**config.mk**
```make
export PLATFORM = sky130hd
export DESIGN_NAME = sbc_irq_ctrl
export DESIGN_NICKNAME = d
export VERILOG_FILES = /design/src/rtl/sbc_irq_pkg.sv /design/src/rtl/sbc_irq_wake_sync.sv /design/src/rtl/sbc_irq_route.sv /design/src/rtl/sbc_irq_throttle.sv /design/src/rtl/sbc_irq_ctrl.sv
export SDC_FILE = /design/constraint.sdc
export NUM_CORES = 1
export LEC_CHECK = 0
export CAP_MARGIN = 0
export CORE_MARGIN = 4
export CORE_UTILIZATION = 59
export DETAILED_ROUTE_END_ITERATION = 8
export DONT_BUFFER_PORTS = 1
export GPL_ROUTABILITY_DRIVEN = 0
export PLACE_DENSITY = 0.75
export SYNTH_ARGS = -nofsm -noshare
export SYNTH_HDL_FRONTEND = slang
export SYNTH_SLANG_ARGS = --single-unit
export TNS_END_PERCENT = 50
```
**constraint.sdc**
```tcl
create_clock -name clk -period 2.27 [get_ports clk]
set_input_delay 0.454 -clock clk [delete_from_list [all_inputs] [get_ports clk]]
set_output_delay 0.454 -clock clk [all_outputs]
set_load 0.02 [all_outputs]
```
**src/rtl/sbc_irq_pkg.sv**
```systemverilog
package sbc_irq_pkg;

    typedef enum logic [1:0] {
        MODE_STBY  = 2'd0,
        MODE_NORM  = 2'd1,
        MODE_FLASH = 2'd2,
        MODE_SLEEP = 2'd3
    } op_mode_e;

    localparam int N_FAULT    = 7;
    localparam int N_CAUSE    = 13;
    localparam int N_CRIT     = 2;
    localparam int N_WAKE     = 3;

    localparam int IDX_SPI    = 0;
    localparam int IDX_BAT    = 1;
    localparam int IDX_FAULT0 = 2;
    localparam int IDX_CANWK  = 9;
    localparam int IDX_LINWK  = 10;
    localparam int IDX_PINWK  = 11;
    localparam int IDX_WDR    = 12;

    // enable register layout: bit0 pin, bit1 can, bit2 lin, bit3 watchdog restart
    typedef struct packed {
        logic wdr;
        logic lin;
        logic can;
        logic pin;
    } irq_en_t;

    typedef logic [N_CAUSE-1:0] cause_vec_t;

    function automatic logic mode_awake(op_mode_e m);
        return m != MODE_SLEEP;
    endfunction

endpackage

```
**src/rtl/sbc_irq_wake_sync.sv**
```systemverilog
module sbc_irq_wake_sync #(
    parameter int SYNC_STAGES = 2
) (
    input  logic clk,
    input  logic rst,
    input  logic pin_i,
    output logic fall_o
);

    logic [SYNC_STAGES-1:0] sync_q;
    logic                   prev_q;
    logic                   synced;

    assign synced = sync_q[SYNC_STAGES-1];

    always_ff @(posedge clk) begin
        if (rst) begin
            sync_q <= '1;
            prev_q <= 1'b1;
        end else begin
            sync_q <= {sync_q[SYNC_STAGES-2:0], pin_i};
            prev_q <= synced;
        end
    end

    assign fall_o = prev_q & ~synced;


    fall_single_chk: assert property (@(posedge clk) disable iff (rst)
        fall_o |=> !fall_o);

endmodule

```
**src/rtl/sbc_irq_route.sv**
```systemverilog
module sbc_irq_route
    import sbc_irq_pkg::*;
#(
    parameter int NW = N_WAKE
) (
    input  logic          clk,
    input  logic          rst,
    input  op_mode_e      mode_i,
    input  logic [NW-1:0] evt_i,
    input  logic [NW-1:0] ie_i,
    input  logic [NW-1:0] busy_i,
    output logic [NW-1:0] irq_set_o,
    output logic          rst_req_o
);

    logic [NW-1:0] req;

    for (genvar g = 0; g < NW; g++) begin : g_src
        assign irq_set_o[g] = evt_i[g] & ie_i[g] & mode_awake(mode_i) & ~busy_i[g];
        assign req[g]       = evt_i[g] & ~ie_i[g] & (mode_i == MODE_STBY);
    end

    always_ff @(posedge clk) begin
        if (rst) rst_req_o <= 1'b0;
        else     rst_req_o <= |req;
    end


    rst_req_mode_chk: assert property (@(posedge clk) disable iff (rst)
        rst_req_o |-> ($past(mode_i) == MODE_STBY));

endmodule

```
**src/rtl/sbc_irq_throttle.sv**
```systemverilog
module sbc_irq_throttle
    import sbc_irq_pkg::*;
#(
    parameter int HOLD_CYCLES = 16
) (
    input  logic     clk,
    input  logic     rst,
    input  op_mode_e mode_i,
    input  logic     rd_i,
    input  logic     tick_i,
    input  logic     crit_pend_i,
    input  logic     nc_pend_i,
    output logic     intn_o
);

    localparam int            HW      = $clog2(HOLD_CYCLES + 1);
    localparam logic [HW-1:0] HOLD_LD = HW'(HOLD_CYCLES);

    logic [HW-1:0] hold_q;
    logic          armed_q;
    logic          grant_q;
    logic          in_normal;
    logic          consume;
    logic          blanked;
    logic          want;

    assign in_normal = (mode_i == MODE_NORM);
    assign consume   = nc_pend_i & armed_q & ~grant_q & in_normal & ~rd_i;

    always_ff @(posedge clk) begin
        if (rst) begin
            hold_q  <= '0;
            armed_q <= 1'b1;
            grant_q <= 1'b0;
        end else begin
            if (rd_i)              hold_q <= HOLD_LD;
            else if (hold_q != '0) hold_q <= hold_q - 1'b1;

            if (tick_i)       armed_q <= 1'b1;
            else if (consume) armed_q <= 1'b0;

            if (rd_i)         grant_q <= 1'b0;
            else if (consume) grant_q <= 1'b1;
        end
    end

    assign blanked = (hold_q != '0);
    assign want    = crit_pend_i | (nc_pend_i & (~in_normal | grant_q));
    assign intn_o  = ~(want & ~blanked);


    intn_release_chk: assert property (@(posedge clk) disable iff (rst)
        rd_i |=> intn_o);


    one_per_period_chk: assert property (@(posedge clk) disable iff (rst)
        (!armed_q && !tick_i) |=> !$rose(grant_q));

endmodule

```
**src/rtl/sbc_irq_ctrl.sv**
```systemverilog
module sbc_irq_ctrl
    import sbc_irq_pkg::*;
#(
    parameter int HOLD_CYCLES = 16,
    parameter int SYNC_STAGES = 2
) (
    input  logic               clk,
    input  logic               rst,
    input  logic [1:0]         mode_i,
    input  logic               can_active_i,
    input  logic               lin_active_i,
    input  logic               wake_pin_i,
    input  logic               wake_global_en_i,
    input  logic               spi_fail_i,
    input  logic               bat_fail_i,
    input  logic [N_FAULT-1:0] fault_i,
    input  logic               can_bus_evt_i,
    input  logic               lin_bus_evt_i,
    input  logic               wd_restart_i,
    input  logic               wd_overflow_i,
    input  logic               wd_tick_i,
    input  logic               en_wr_i,
    input  logic [3:0]         en_wdata_i,
    output logic [3:0]         en_q_o,
    input  logic               rd_i,
    output logic [N_CAUSE-1:0] rd_data_o,
    output logic               intn_o,
    output logic               rst_req_o
);

    op_mode_e          mode;
    irq_en_t           en_q;
    cause_vec_t        status_q;
    cause_vec_t        set_vec;
    logic              pin_fall;
    logic [N_WAKE-1:0] wk_evt;
    logic [N_WAKE-1:0] wk_ie;
    logic [N_WAKE-1:0] wk_busy;
    logic [N_WAKE-1:0] wk_set;

    assign mode = op_mode_e'(mode_i);

    sbc_irq_wake_sync #(.SYNC_STAGES(SYNC_STAGES)) u_sync (
        .clk    (clk),
        .rst    (rst),
        .pin_i  (wake_pin_i),
        .fall_o (pin_fall)
    );

    // source order: 0 pin, 1 can, 2 lin
    assign wk_evt  = {lin_bus_evt_i, can_bus_evt_i, pin_fall & wake_global_en_i};
    assign wk_ie   = {en_q.lin, en_q.can, en_q.pin};
    assign wk_busy = {lin_active_i, can_active_i, 1'b0};

    sbc_irq_route #(.NW(N_WAKE)) u_route (
        .clk       (clk),
        .rst       (rst),
        .mode_i    (mode),
        .evt_i     (wk_evt),
        .ie_i      (wk_ie),
        .busy_i    (wk_busy),
        .irq_set_o (wk_set),
        .rst_req_o (rst_req_o)
    );

    always_comb begin
        set_vec                         = '0;
        set_vec[IDX_SPI]                = spi_fail_i;
        set_vec[IDX_BAT]                = bat_fail_i;
        set_vec[IDX_FAULT0 +: N_FAULT]  = fault_i;
        set_vec[IDX_PINWK]              = wk_set[0];
        set_vec[IDX_CANWK]              = wk_set[1];
        set_vec[IDX_LINWK]              = wk_set[2];
        set_vec[IDX_WDR]                = wd_restart_i & en_q.wdr;
    end

    always_ff @(posedge clk) begin
        if (rst) status_q <= '0;
        else     status_q <= (rd_i ? '0 : status_q) | set_vec;
    end

    always_ff @(posedge clk) begin
        if (rst) begin
            en_q <= '0;
        end else begin
            if (en_wr_i)       en_q     <= irq_en_t'(en_wdata_i);
            if (wd_overflow_i) en_q.wdr <= 1'b0;
        end
    end

    sbc_irq_throttle #(.HOLD_CYCLES(HOLD_CYCLES)) u_thr (
        .clk         (clk),
        .rst         (rst),
        .mode_i      (mode),
        .rd_i        (rd_i),
        .tick_i      (wd_tick_i),
        .crit_pend_i (|status_q[N_CRIT-1:0]),
        .nc_pend_i   (|status_q[N_CAUSE-1:N_CRIT]),
        .intn_o      (intn_o)
    );

    assign rd_data_o = status_q;
    assign en_q_o    = en_q;


    clear_on_read_chk: assert property (@(posedge clk) disable iff (rst)
        rd_i |=> (status_q == $past(set_vec)));


    no_loss_chk: assert property (@(posedge clk) disable iff (rst)
        1'b1 |=> ((status_q & $past(set_vec)) == $past(set_vec)));


    wdr_selfclear_chk: assert property (@(posedge clk) disable iff (rst)
        wd_overflow_i |=> !en_q_o[3]);

endmodule

```
After elaboration in Yosys (flattened, before gate mapping)
Cells that the tools add are included.
{"block": "classes", "n_addsub": 1, "mul": 0, "n_div": 0, "magnitude_cmp": 0, "n_eq_ne": 2, "n_shift": 0, "mux": 3, "bitwise_logic": 37, "n_reduce_logical": 9}
{"op": "$and 1x1->1", "count": 23}
{"op": "$mux 13", "count": 1}
{"op": "$or 13x13->13", "count": 1}
{"op": "$not 1->1", "count": 11}
{"op": "$reduce_or 11->1", "count": 1}
{"op": "$mux 5", "count": 2}
{"op": "$reduce_or 2->1", "count": 4}
{"op": "$reduce_bool 5->1", "count": 1}
{"op": "$sub 5x1->5 const B", "count": 1}
{"op": "$reduce_or 3->1", "count": 1}
{"op": "$eq 2x1->1 const B", "count": 1}
{"op": "$logic_not 2->1", "count": 1}
{"op": "$ne 2x2->1 const B", "count": 1}
{"op": "$or 1x1->1", "count": 2}
{"op": "$reduce_bool 2->1", "count": 1}
{"block": "word_totals", "ff_bits": 28, "latchBits": 0, "ram_bits": 0, "romBits": 0, "input_bits": 28, "output_inout_bits": 19, "word_cells": 64, "memories": 0}

Depth between registers and ports, before layout
{"block": "depth", "ltp_word": 7, "mapped_depth": 6, "mapped_depth_nobuf": 5}

Hierarchy
Synthesis repeated with hierarchy kept, for this count alone.
{"block": "hier_totals", "cells_unflattened": 128, "hier_area_um2": 1159.9}
{"module": "sbc_irq_ctrl", "instances": 1, "cells_each": 75, "area_per_inst_um2": 678.2, "seq_area_each_um2": 340.3}
{"module": "sbc_irq_throttle", "instances": 1, "cells_each": 33, "area_per_inst_um2": 311.5, "seq_area_each_um2": 140.1}
{"module": "sbc_irq_route", "instances": 1, "cells_each": 13, "area_per_inst_um2": 85.1, "seq_area_each_um2": 20.0}
{"module": "sbc_irq_wake_sync", "instances": 1, "cells_each": 7, "area_per_inst_um2": 85.1, "seq_area_each_um2": 60.1}

Worst setup path after synthesis
No wires, ideal clock.
{"block": "synth_timing", "kind": "register to output", "start": "register u_thr.hold_q[0]", "end": "output port intn_o", "arrival_ps": 1364, "required_ps": 1816, "path_slack_ps": 452, "stages_incl_launch_ff": 7, "n_path_buf": 1, "cell_sequence": "dfxtp_1 inv_1 ha_1 or4b_1 buf_2 nor2_1 a21oi_1"}
{"block": "synth_via", "elab_chain_len": 4}
{"item": "start, declared", "line": "sbc_irq_throttle.sv:19", "source": "logic [HW-1:0] hold_q;"}
{"item": "start signal, assigned", "line": "sbc_irq_throttle.sv:37", "source": "else if (hold_q != '0) hold_q <= hold_q - 1'b1;"}
{"item": "$reduce_bool 5->1", "line": "sbc_irq_throttle.sv:47", "source": "assign blanked = (hold_q != '0);"}
{"item": "$not 1->1", "line": "sbc_irq_throttle.sv:49", "source": "assign intn_o = ~(want & ~blanked);"}
{"item": "$and 1x1->1", "line": "sbc_irq_throttle.sv:49"}
{"item": "$not 1->1", "line": "sbc_irq_throttle.sv:49"}
{"item": "end, declared", "line": "sbc_irq_ctrl.sv:27", "source": "output logic intn_o,"}
No other way between the ends.

Worst setup path after layout
Same ends and word-level chain as after synthesis.

==> flow_metrics.py <==
metrics = {
    "critical_path": {
        "path_class": "reg2out",
        "crit_slowest_cell": "or4b_4",
        "cp_cell_sequence": "inv_1, ha_1, or4b_4, nor2_2, a21oi_2",
        "crit_path_start_kind": "register",
        "max_stage_delay_ns": 0.53,
        "path_max_fanout": 6,
        "critPathRequiredTime_ns": 1.82,
        "worst_setup_path_end_kind": "output pin",
        "critPathArrivalTime_ns": 1.71,
    },
    "power_and_ir_drop": {
        "power_density_nw_per_um2": 929,
        "p_leak_nw": 0.436,
        "peakVddDrop_uv": 634,
    },
    "layout": {
        "fin_nets": 140,
        "drive_above_1_share_pct": 8.18,
        "antenna_cells": 0,
        "syn_to_final_growth_pct": 5.95,
        "utilization_pct": 69.3,
    },
    "yosys": {
        "synthXorXnorAreaFrac_pct": 2.55,
        "synth_mux_area_share_pct": 3.88,
        "yosysTopAreaCell": "dfxtp_1",
        "synthSimpleGateAreaFrac_pct": 21.6,
        "synthArstFlopShare_pct": 0,
        "syn_area_sq_um": 1030,
        "synth-compound-area-share_pct": 11.9,
        "synth_fa_ha_area_share_pct": 1.21,
        "yosysWarningCount": 0,
        "synthTopCellsByCount": "dfxtp_1 (28), nor2_1 (20), a21oi_1 (12)",
        "ys_seq_area_share_pct": 54.4,
        "synth_top_family_by_area": "simple AND/OR/NAND/NOR gates",
        "netlist_instances": 112,
        "synth_top_area_share_pct": 54.4,
        "synthTopCellsByArea": "dfxtp_1 (54%), nor2_1 (7.3%), a21oi_1 (5.8%)",
        "synth_flop_cell": "dfxtp_1",
        "ys_seq_elements": 28,
        "synth_edf_count": 0,
        "ys_types": 27,
        "syn_area_per_cell_sq_um": 9.21,
        "syn-num-nets": 141,
        "synthMostInstantiatedCell": "dfxtp_1",
    },
    "grt": {
        "grt_pass1_wl_um": 3220,
        "track_usage_pct": 16.3,
        "grt_antenna_before_repair": 0,
        "grt_pass1_vias": 714,
        "grt_max_degree": 26,
        "overflow": 0,
    },
    "floorplanning": {
        "core_sq_um": 1580,
        "die-area_sq_um": 2480,
        "die_x_um": 49.8,
        "ioPinCount": 47,
        "fp-row-count": 14,
        "chipHeight_um": 49.8,
        "start_util_pct": 65.4,
    },
    "detailed_routing": {
        "drt-pass1-iter-count": 4,
        "vias": 745,
        "drt_iter0_drc": 14,
        "wl_per_cell_um": 15.1,
        "drt-total-wl_um": 1910,
        "ant_nets": 0,
        "drt-vias-per-instance": 5.91,
        "drc_errors": 0,
    },
    "run": {
        "cap_violations": 0,
    },
    "timing": {
        "maxSlewHeadroom_pct": 71.4,
        "hold_viol": 0,
        "tightest_slew_ns": 0.428,
        "drv_slew": 0,
        "period_needed_ns": 2.17,
        "tns_ns": 0,
        "fin_skew_ns": 0.00678,
        "finalCritPeriodShare_pct": 95.4,
        "fmax_mhz": 462,
        "setup_viol": 0,
    },
    "clock_tree": {
        "cts-hold-fix-buffers": 0,
        "cts-htree-levels": 1,
        "clock_sinks": 28,
        "root_buffer": "clkbuf_4",
        "clk_latency_ns": 0.31,
        "cts_buffer_depth": 2,
        "cts_tree": "done",
        "clk_pin_slew_ns": 0.15,
        "cts_buffers": 3,
    },
    "run_status": {
        "outcome": "complete, no violations",
    },
    "placed_design": {
        "io_buffers": 0,
        "dp_hpwl_um": 1480,
    },
    "hold_path": {
        "hp-class": "in2reg",
    },
}
[kinds of logic (layout without fill, tap and decap cells)]
group | Yosys count | after routing
mux | 4 | 4
flops | 28 | 28
simple gates | 45 | 45
buf+inv | 12 | 10
compound gates | 19 | 19
fa+ha+maj | 1 | 1
xor+xnor | 3 | 3
[layout by cell type, fill, tap and decap left out, types with 2 or more instances in the layout]
cell type  netlist  routed
nor2_2           0       2
xnor2_1          3       3
nor2_1          20      18
nor3_1           6       6
inv_1            6       6
nor4_1           3       3
nand4b_1         2       2
or2_1            3       3
nand2_1          5       5
dfxtp_1         28      28
mux2i_1          4       4
a21oi_1         12      11
clkbuf_4         0       3
[state kept, by name (all words and copies together), names as in the netlist]
name               count
u_sync.sync_q          2
u_thr.grant_q          1
en_q_o                 4
u_route.rst_req_o      1
rd_data_o             13
u_thr.hold_q           5
u_thr.armed_q          1
u_sync.prev_q          1
[metrics by stage]
step / total power [mW] / hold WS, ns / worst slack (ns) / cells / cell area (sq um)
5_1_grt: 1.07 / 0.152 / -0.00292 / 126 / 1090
4_1_cts: 1.02 / 0.174 / 0.0605 / 126 / 1080
3_5_place_dp: 0.698 / 0.394 / 0.361 / 122 / 1030
2_1_floorplan: 0.688 / 0.383 / 0.452 / 112 / 1030
6_report: 1.02 / 0.180 / 0.104 / 126 / 1090
3_3_place_gp: 0.693 / 0.392 / 0.407 / 122 / 1030
[metal layers]
metal	GRT usage, %	vias to the layer above	part of all wire, %
met1	21.4	330	44
met3	6.33	2	11
li1	-	380	-
met5	0	-	0
met4	2.76	0	0.47
met2	25.6	33	45
[cell type report]
| cell class | instances | area (sq um) |
|---|---|---|
| Tap cell | 16 | 20.0 |
| Fill cell | 121 | 484 |
| Inverter | 6 | 22.5 |
| Clock buffer | 3 | 22.5 |
| Sequential cell | 28 | 561 |
| Clock inverter | 1 | 30.0 |
| Multi-Input combinational cell | 72 | 437 |
[report_power, final]
part           switching, mW  internal [mW]
Clock                  0.138          0.178
Sequential            0.0445          0.522
Combinational         0.0682         0.0640
Total                  0.251          0.764
[what timing repair did]
item                                   in CTS  in global routing
resized for setup                           1                  3
endpoints found under the hold margin       0                  0
setup buffers                               0                  0
setup endpoints to repair                   1                  1
[path summary, 6_finish.rpt]
| path | start | end | slack, ns | cells past startpoint |
|---|---|---|---|---|
| max reg2reg | u_thr.hold_q[0]$_SDFFE_PP0P_ | u_thr.hold_q[1]$_SDFFE_PP0P_ | 0.67 | 4 |
| min | rd_i | u_thr.hold_q[1]$_SDFFE_PP0P_ | 0.18 | 1 |
| max | u_thr.hold_q[0]$_SDFFE_PP0P_ | intn_o | 0.10 | 5 |
| min reg2reg | u_sync.sync_q[0]$_SDFF_PP1_ | u_sync.sync_q[1]$_SDFF_PP1_ | 0.43 | 1 |
[worst max-delay path: cells and delay by family (launching register included)]
family                     cells  cell delay, ns
and+or+nand+nor                2            0.68
buffers and inverters          1            0.06
adders and majority gates      1            0.19
AOI/OAI and AO/OA              1            0.11
DFF                            1            0.36
(Power assumes the default switching activity.)
